`config.mk`:
```
export PLATFORM = sky130hd
export DESIGN_NAME = tmr_chan
export DESIGN_NICKNAME = d
export VERILOG_FILES = /design/src/rtl/tmr_chan_pkg.sv /design/src/rtl/tmr_clk_sel.sv /design/src/rtl/tmr_gr.sv /design/src/rtl/tmr_chan.sv
export SDC_FILE = /design/constraint.sdc
export NUM_CORES = 1
export LEC_CHECK = 0
export CAP_MARGIN = 20
export CORE_ASPECT_RATIO = 1.5
export CORE_UTILIZATION = 50
export CTS_BUF_LIST = sky130_fd_sc_hd__clkbuf_4
export CTS_CLUSTER_SIZE = 40
export DETAILED_ROUTE_END_ITERATION = 10
export DONT_BUFFER_PORTS = 1
export PLACE_DENSITY = 0.69
export SLEW_MARGIN = 20
export SYNTH_ARGS = -nofsm -noshare
export SYNTH_HDL_FRONTEND = slang
export SYNTH_SLANG_ARGS = --single-unit
```
`constraint.sdc`:
```
create_clock -name clk -period 3.32 [get_ports clk]
set_input_delay 0.83 -clock clk [delete_from_list [all_inputs] [get_ports clk]]
set_output_delay 0.83 -clock clk [all_outputs]
set_load 0.1 [all_outputs]
```
`src/rtl/tmr_chan_pkg.sv`:
```
package tmr_chan_pkg;

  typedef enum logic [1:0] {
    CLR_NONE = 2'b00,
    CLR_GRA  = 2'b01,
    CLR_GRB  = 2'b10,
    CLR_SYNC = 2'b11
  } clr_sel_e;

  typedef struct packed {
    clr_sel_e   clr_sel;
    logic [1:0] edge_sel;
    logic [2:0] psc;
  } ctl_t;

  localparam int GR_NUM = 2;
  localparam int CTL_W  = $bits(ctl_t);

endpackage

```
`src/rtl/tmr_clk_sel.sv`:
```
module tmr_clk_sel #(
  parameter int SEL_W       = 2,
  parameter int SYNC_STAGES = 2
) (
  input  logic                    clk,
  input  logic                    rst_n,
  input  logic [(1<<SEL_W)-1:0]   int_clk,
  input  logic [(1<<SEL_W)-1:0]   ext_clk,
  input  logic [SEL_W:0]          psc,
  input  logic [1:0]              edge_sel,
  input  logic                    phase_mode,
  input  logic                    phase_tick,
  output logic                    tick
);

  localparam int N_SRC = 1 << SEL_W;

  logic [N_SRC-1:0][SYNC_STAGES-1:0] ext_sync_q, ext_sync_d;
  logic [N_SRC-1:0]                  ext_now;
  logic [N_SRC-1:0]                  ext_prev_q;
  logic [N_SRC-1:0]                  int_prev_q;

  for (genvar p = 0; p < N_SRC; p++) begin : g_pin
    assign ext_sync_d[p] = {ext_sync_q[p][SYNC_STAGES-2:0], ext_clk[p]};
    assign ext_now[p]    = ext_sync_q[p][SYNC_STAGES-1];
  end

  always_ff @(posedge clk or negedge rst_n) begin
    if (!rst_n) begin
      ext_sync_q <= '0;
      ext_prev_q <= '0;
      int_prev_q <= '0;
    end else begin
      ext_sync_q <= ext_sync_d;
      ext_prev_q <= ext_now;
      int_prev_q <= int_clk;
    end
  end

  logic [SEL_W-1:0] sel;
  logic             int_fall, ext_rise, ext_fall, ext_tick;

  always_comb begin
    sel      = psc[SEL_W-1:0];
    int_fall = int_prev_q[sel] & ~int_clk[sel];
    ext_rise = ~ext_prev_q[sel] & ext_now[sel];
    ext_fall = ext_prev_q[sel] & ~ext_now[sel];
    if (edge_sel[1])      ext_tick = ext_rise | ext_fall;
    else if (edge_sel[0]) ext_tick = ext_fall;
    else                  ext_tick = ext_rise;
    if (phase_mode)       tick = phase_tick;
    else if (psc[SEL_W])  tick = ext_tick;
    else                  tick = int_fall;
  end

endmodule

```
`src/rtl/tmr_gr.sv`:
```
module tmr_gr #(
  parameter int CNT_W = 16
) (
  input  logic             clk,
  input  logic             rst_n,
  input  logic             cap_mode,
  input  logic             cap_stb,
  input  logic             wr_en,
  input  logic [CNT_W-1:0] wr_data,
  input  logic [CNT_W-1:0] tcnt,
  input  logic             tick,
  output logic [CNT_W-1:0] gr_q,
  output logic             match,
  output logic             clr_req
);

  logic [CNT_W-1:0] gr_d;
  logic             cap_hit;

  always_comb begin
    cap_hit = cap_mode & cap_stb;
    if (cap_hit)    gr_d = tcnt;
    else if (wr_en) gr_d = wr_data;
    else            gr_d = gr_q;
    match   = ~cap_mode & (tcnt == gr_q);
    clr_req = cap_mode ? cap_stb : (match & tick);
  end

  always_ff @(posedge clk or negedge rst_n) begin
    if (!rst_n) gr_q <= '1;
    else        gr_q <= gr_d;
  end

endmodule

```
`src/rtl/tmr_chan.sv`:
```
module tmr_chan
  import tmr_chan_pkg::*;
#(
  parameter int CNT_W       = 16,
  parameter int SEL_W       = 2,
  parameter int SYNC_STAGES = 2
) (
  input  logic                  clk,
  input  logic                  rst_n,
  input  logic                  cfg_we,
  input  logic [6:0]            cfg_wdata,
  output logic [7:0]            cfg_rdata,
  input  logic [1:0]            gr_we,
  input  logic [CNT_W-1:0]      gr_wdata,
  input  logic [1:0]            gr_cap_mode,
  input  logic [1:0]            cap_strobe,
  input  logic [(1<<SEL_W)-1:0] int_clk,
  input  logic [(1<<SEL_W)-1:0] ext_clk,
  input  logic                  phase_mode,
  input  logic                  phase_tick,
  input  logic                  sync_clr_in,
  output logic [CNT_W-1:0]      tcnt,
  output logic [CNT_W-1:0]      gra,
  output logic [CNT_W-1:0]      grb,
  output logic [1:0]            cmp_match,
  output logic                  clr_evt
);

  // reset: asserted asynchronously, released on a clock edge
  logic [1:0] rst_sync_q;
  logic       rst_core_n;

  always_ff @(posedge clk or negedge rst_n) begin
    if (!rst_n) rst_sync_q <= '0;
    else        rst_sync_q <= {rst_sync_q[0], 1'b1};
  end
  assign rst_core_n = rst_sync_q[1];

  // control register
  ctl_t ctl_q, ctl_d;

  always_comb begin
    ctl_d = cfg_we ? ctl_t'(cfg_wdata[CTL_W-1:0]) : ctl_q;
  end

  always_ff @(posedge clk or negedge rst_core_n) begin
    if (!rst_core_n) ctl_q <= '0;
    else             ctl_q <= ctl_d;
  end

  assign cfg_rdata = {1'b0, ctl_q};

  logic [1:0] clr_sel_w;
  assign clr_sel_w = ctl_q.clr_sel;

  // count tick
  logic tick;

  tmr_clk_sel #(.SEL_W(SEL_W), .SYNC_STAGES(SYNC_STAGES)) u_clk_sel (
    .clk        (clk),
    .rst_n      (rst_core_n),
    .int_clk    (int_clk),
    .ext_clk    (ext_clk),
    .psc        (ctl_q.psc[SEL_W:0]),
    .edge_sel   (ctl_q.edge_sel),
    .phase_mode (phase_mode),
    .phase_tick (phase_tick),
    .tick       (tick)
  );

  // general registers
  logic [GR_NUM-1:0][CNT_W-1:0] gr_q;
  logic [GR_NUM-1:0]            gr_clr_req;

  for (genvar g = 0; g < GR_NUM; g++) begin : g_gr
    tmr_gr #(.CNT_W(CNT_W)) u_gr (
      .clk      (clk),
      .rst_n    (rst_core_n),
      .cap_mode (gr_cap_mode[g]),
      .cap_stb  (cap_strobe[g]),
      .wr_en    (gr_we[g]),
      .wr_data  (gr_wdata),
      .tcnt     (tcnt),
      .tick     (tick),
      .gr_q     (gr_q[g]),
      .match    (cmp_match[g]),
      .clr_req  (gr_clr_req[g])
    );
  end

  assign gra = gr_q[0];
  assign grb = gr_q[1];

  // counter
  logic             cnt_clr, gr_clr;
  logic [CNT_W-1:0] cnt_d;

  always_comb begin
    gr_clr  = ((ctl_q.clr_sel == CLR_GRA) & gr_clr_req[0])
            | ((ctl_q.clr_sel == CLR_GRB) & gr_clr_req[1]);
    cnt_clr = gr_clr | ((ctl_q.clr_sel == CLR_SYNC) & sync_clr_in);
    if (cnt_clr)   cnt_d = '0;
    else if (tick) cnt_d = tcnt + CNT_W'(1);
    else           cnt_d = tcnt;
  end

  always_ff @(posedge clk or negedge rst_core_n) begin
    if (!rst_core_n) tcnt <= '0;
    else             tcnt <= cnt_d;
  end

  assign clr_evt = gr_clr;

endmodule

```
==> results of run 1 <==
[stage by stage]
step | setup WS (ps) | utilization | cells | setup TNS (ps)
floorplan | -1070 | - | 353 | -1070
global placement | 86.4 | 0.587 | 482 | 0
detailed placement | 13.0 | 0.587 | 482 | 0
CTS | -419 | 0.609 | 499 | -419
global route | -530 | 0.610 | 499 | -530
finish | -369 | 0.610 | 499 | -369
[cell usage after synthesis (7+ instances only)]
cell type,count,area share
dfstp_2,32,0.22
nand2_1,40,0.040
xnor2_1,44,0.10
nand3_1,7,0.0093
nor3_1,7,0.0093
o21ai_0,32,0.043
dfrtp_1,41,0.27
mux2_2,7,0.021
clkbuf_1,27,0.027
nand4_1,9,0.015
mux2i_1,33,0.088
nor2_1,16,0.016
[what timing repair did]
item / CTS / global route
gates cloned: 0 / 0
gates resized for setup: 3 / 1
endpoints found under the setup margin: 1 / 2
hold buffers: 0 / 0
pin swaps: 2 / 0
setup buffers: 1 / 0
[cell families (layout without fill, tap and decap cells)]
logic type	count (synthesis)	after routing
AO/OA/AOI/OAI	43	43
XOR/XNOR	47	47
AND/OR/NAND/NOR	104	104
other	2	2
multiplexers	43	43
buffers and inverters	38	84
adder cells (fa/ha/maj)	3	3
flip-flops	73	73
[cells in the final DEF (no fill, tap or decap), types with 2 or more instances in the layout]
master,count
buf_4,61
xnor2_1,44
dfrtp_1,38
ha_2,2
nor4b_2,2
nor4b_1,2
mux2i_1,33
a21oi_2,2
inv_1,4
o21ai_0,32
xor2_1,3
mux2_2,7
and2_1,2
clkinv_2,2
nor2_2,4
mux4_2,2
nor3_1,6
nand2_1,40
clkinvlp_4,3
nand3_1,7
clkbuf_4,9
nand3b_1,3
dfrtp_2,3
nor2_1,16
nor4_1,6
conb_1,2
nand4_1,9
dfstp_2,32
nand2b_1,2
clkbuf_16,3
[worst max-delay path: cells and delay by family (launching register included)]
family / cells / cell delay (ps)
muxes: 2 / 790
buffers and inverters: 1 / 230
AOI/OAI and AO/OA: 4 / 830
adders and majority gates: 1 / 180
DFF: 1 / 410
[cell type report]
cell class | count | area [um2] | area share
clock buffer | 9 | 67.6 | 0.0152
clock inverter | 7 | 71.3 | 0.0161
inverter | 4 | 15.0 | 0.00338
multi-input combinational | 242 | 1750 | 0.395
sequential | 73 | 1870 | 0.422
tap | 100 | 125 | 0.0282
timing repair buffer | 64 | 533 | 0.120
[layer usage]
layer,global-route usage,up-vias,wire length (um),share of wire
met5,0,-,0,0
met4,0.0812,0,139,0.015
met3,0.0792,13,561,0.062
met2,0.460,99,4960,0.55
met1,0.262,1313,3350,0.37
li1,-,1273,-,-
[final timing paths]
kind	from	to	slack [ps]	cells after the start
max	cfg_rdata[0]	clr_evt	-370	8
min	rst_n	rst_sync_q[1]	90	0
max reg2reg	cfg_rdata[0]	tcnt[12]	370	11
min reg2reg	rst_sync_q[1]	u_clk_sel.ext_now[3]	340	0
max in group asynchronous	rst_sync_q[1]	g_gr[1].u_gr.gr_q[10]	2170	1
min in group clk	u_clk_sel.ext_sync_d[5]	u_clk_sel.ext_now[2]	360	0
[power by group]
group / switching (W) / total (W) / internal (W)
registers: 0.000101 / 0.00112 / 0.00102
clock network: 0.000316 / 0.000543 / 0.000227
logic: 0.000866 / 0.00115 / 0.000280
[flip-flops by register name, indices dropped and copies added (netlist names)]
signal                count
g_gr.u_gr.gr_q           32
tcnt                     16
cfg_rdata                 5
u_clk_sel.ext_now         4
u_clk_sel.ext_prev_q      4
u_clk_sel.ext_sync_d      4
u_clk_sel.int_prev_q      4
clr_sel_w                 2
rst_sync_q                2
==> results.toml, run 1 <==
[placed_design]
placedInstanceArea_um2 = 4270
final_wtd_congestion = 0.885
portBuffers = 0
total_half_perimeter_wirelength_after_legalization_and_detailed_placement_um = 6940

[power_and_ir_drop]
vdd.ir_drop.worst_mv = 0.451
power_density_nw_per_um2 = 634
design_power_total_w = 0.00281
p_leak_nw = 1.80

[routing]
routed_via_density = 5.41
detailed_router_iteration_count_before_antenna_repair = 4
drt_wl_total_um = 9010
number_of_violations_reported_at_the_end_of_detailed_routing_iteration_0 = 93
vias_post_dr = 2698
wl_per_cell_um = 18.0
antenna_left = 0
drc = 0

[critical_path]
crit_path_top_delay_cell = "mux4_2"
cpPeakStageDelay_ps = 520
cp.arrival_ps = 2860
crit_path_start_kind = "flip-flop"
path_class = "reg2out"
worst-endpoint-required_ps = 2490
path_cells = "mux4_2, ha_2, mux2_4, o211a_4, o41ai_4, a211o_1, o211ai_1, clkbuf_16"
end_kind = "output pin"
crit_fanout = 3

[global_routing]
antenna_found_initial = 0
grt_pass1_wl_um = 14200
via_count_of_the_first_global_routing_pass = 2889
grt_max_degree = 36
groute.usage.overall = 0.249
grt_overflow_total = 0

[synth]
multiplexer_share_of_the_synthesized_area = 0.125
number_of_synthesized_flops_with_an_enable_pin = 0
ys.flop_type = "dfrtp_1"
register_bit_total_from_synthesis = 73
avgSynthCellArea_um2 = 10.7
yosys_synthesis_warning_count = 0
yosys.area_share.adder = 0.00998
synthCells = 353
synth_top_family_by_area = "simple AND/OR/NAND/NOR gates"
ys_async_sr_fraction = 1.00
post_synth_simple_gate_area = 0.137
synth-compound-area-share = 0.0755
syn_area_um2 = 3760
netlist_cell_types = 41
synth_fp_nets = 399
synth_xor_area_frac = 0.109
yosysSeqAreaShare = 0.497

[sta]
setup_viol = 1
slew_headroom = 0.427
finClkSkew_ps = 7.63
finalHoldViolCount = 0
timing.final.crit_share = 1.11
setup_slack_ps = -369
number_of_pins_with_negative_max_slew_slack_in_the_final_report = 0
rsz0062_at_grt = "yes"
worstMarginPinSlew_ps = 860
max_clk_rate_mhz = 271
hold-worst-slack_ps = 85.7
fin_crit_ps = 3690

[run_status]
failed_checks = "setup timing"
run_status = "complete, but fails checks"

[floorplanning]
overall_die_width_um = 72.8
core_region_area_um2 = 7270
die_area_um2 = 7880
num_io_pins = 102
initial_utilization = 0.517
placement_rows = 38
chipHeight_um = 108

[clock_tree]
cts.htree.levels = 3
clkSlewWorstSetupHoldPaths_ps = 120
tritoncts = "done"
max-clock-path-buffers = 2
worstSkewPairLatency_ps = 420
cts_buffers = 9
root_buffer = "clkbuf_4"
clock_sinks = 73

[run]
cap_viol_max_count = 0

[cells_and_area]
final.fill_count = 620
nNetsFinal = 440
diodes = 0
area_growth_syn_to_layout_pct = 18.0
layout.cell_area.non_filler_um2 = 4440
final_layout_size_suffix_gt1_frac = 0.356

[hold_path]
worst_hold_path_type = "in2async"
Power figures use the tool's default switching activity.
==> run 2, diff against run 1 <==
- CAP_MARGIN: 20 -> default
- HOLD_SLACK_MARGIN: default -> 0.06
- PLACE_DENSITY: 0.69 -> 0.68
==> results.toml, run 2 (synthesis gave the netlist of run 1 again) <==
[run_status]
run_status = "complete, but fails checks"
failed_checks = "setup timing"

[floorplanning]
overall_die_width_um = 72.8
placement_rows = 38
chipHeight_um = 108
core_region_area_um2 = 7270
num_io_pins = 102
initial_utilization = 0.517
die_area_um2 = 7880

[cells_and_area]
nNetsFinal = 440
layout.cells.most_common = "buf_4"
diodes = 0
max_reg_flops = 32
final_layout_size_suffix_gt1_frac = 0.351
mostFrequentLayoutCells = "60 x buf_4, 44 x xnor2_1, 40 x nand2_1"
registers.top_by_ff_count = "g_gr.u_gr.gr_q"
area_growth_syn_to_layout_pct = 18.7
layout.cell_area.non_filler_um2 = 4460

[critical_path]
worst-r2r-cell-count = 10
worst-endpoint-required_ps = 2490
crit_fanout = 3
worst_r2r_startpoint = "cfg_rdata[0]"
rrSetupSlack_ps = 480
crit-reg2reg-capture = "tcnt[4]"
crit_path_start_kind = "flip-flop"
cp.arrival_ps = 2880
path_class = "reg2out"
end_kind = "output pin"

[routing]
drt_wl_total_um = 8940
antenna_left = 0
routed_via_density = 5.42
vias_post_dr = 2706
drc = 0
wl_per_cell_um = 17.9
detailed_router_iteration_count_before_antenna_repair = 4
number_of_violations_reported_at_the_end_of_detailed_routing_iteration_0 = 162

[power_and_ir_drop]
switching_share = 0.446
cellInternalPower_w = 0.00162
combPwrFrac = 0.391
vdd.ir_drop.worst_mv = 0.405
power_density_nw_per_um2 = 654
power.share.clock = 0.223
power_switching_w = 0.00130
p_leak_nw = 1.81
seqPwrFrac = 0.386

[placed_design]
total_half_perimeter_wirelength_after_legalization_and_detailed_placement_um = 6690
dp_slack_ps = 30.2
portBuffers = 0
placedInstanceArea_um2 = 4270
final_wtd_congestion = 0.802

[sta]
setup_slack_ps = -391
setup_viol = 1
number_of_pins_with_negative_max_slew_slack_in_the_final_report = 0
timing.final.crit_share = 1.12
slew_headroom = 0.577
max_clk_rate_mhz = 269
finClkSkew_ps = 13.8
finalHoldViolCount = 0
hold-worst-slack_ps = 357
worstMarginPinSlew_ps = 634
rsz0062_at_grt = "yes"
fin_crit_ps = 3710

[global_routing]
grt_pass1_wl_um = 14000
groute.usage.overall = 0.246
via_count_of_the_first_global_routing_pass = 2796
antenna_found_initial = 0
grt_max_degree = 51
grt_overflow_total = 0

[run]
cap_viol_max_count = 0

[clock_tree]
worstSkewPairLatency_ps = 440
cts.htree.levels = 3
tritoncts = "done"
max-clock-path-buffers = 2
clock_sinks = 73
cts_buffers = 9
cts.repair_timing.setup_buffer_count = 0
clkSlewWorstSetupHoldPaths_ps = 120
root_buffer = "clkbuf_4"

[hold_path]
worst_hold_path_type = "reg2async"
## run 2: layout make-up
class,count,area (um2)
Fill cell,630,2810
Sequential cell,73,1870
Multi-Input combinational cell,242,1750
Timing Repair Buffer,64,536
Tap cell,100,125
Clock inverter,6,91.3
Clock buffer,10,75.1
Inverter,4,15.0
## run 2: metal layers
layer,track usage,vias to the layer above,wire (um),share of wire
li1,-,1285,-,-
met1,0.269,1321,3370,0.38
met2,0.445,92,4930,0.55
met3,0.0568,8,532,0.060
met4,0.111,0,101,0.011
met5,0,-,0,0
## run 2: metrics by stage
step	power, W	util	setup TNS (ps)	cells
after floorplan	0.00207	-	-1070	353
after global placement	0.00227	0.587	0	482
after detailed placement	0.00228	0.587	0	482
after CTS	0.00294	0.612	-442	499
after global routing	0.00304	0.613	-548	499
final	0.00292	0.613	-391	499
## run 2: power groups by stage
stage | clock, W | combinational (W) | sequential [W]
3_5_place_dp | 0 | 0.00114 | 0.00114
6_report | 0.000651 | 0.00114 | 0.00113
5_1_grt | 0.000702 | 0.00119 | 0.00114
2_1_floorplan | 0 | 0.000326 | 0.00174
4_1_cts | 0.000666 | 0.00115 | 0.00113
3_3_place_gp | 0 | 0.00113 | 0.00114
## run 2: how the worst max path moves through the flow
stage | start | end | slack [ps] | cells after the start
after floorplan | cfg_rdata[0] | clr_evt | -1070 | 8
after global placement | cfg_rdata[0] | clr_evt | 90 | 8
after detailed placement | cfg_rdata[0] | clr_evt | 30 | 8
after CTS | cfg_rdata[0] | clr_evt | -440 | 8
after global routing | cfg_rdata[0] | clr_evt | -550 | 8
final | cfg_rdata[0] | clr_evt | -390 | 8
## run 2: worst max-delay path: stages, from the launching register on
cell	delay [ps]
dfrtp_2	410
mux4_2	520
ha_2	190
mux2_4	260
o211a_1	240
o41ai_4	350
a211o_1	140
o211ai_1	110
clkbuf_16	230
## run 2: timing repair
item,CTS,global route
pin swaps,1,0
hold buffers,1,0
endpoints found under the hold margin,2,0
gates resized for setup,2,1
endpoints found under the setup margin,1,2
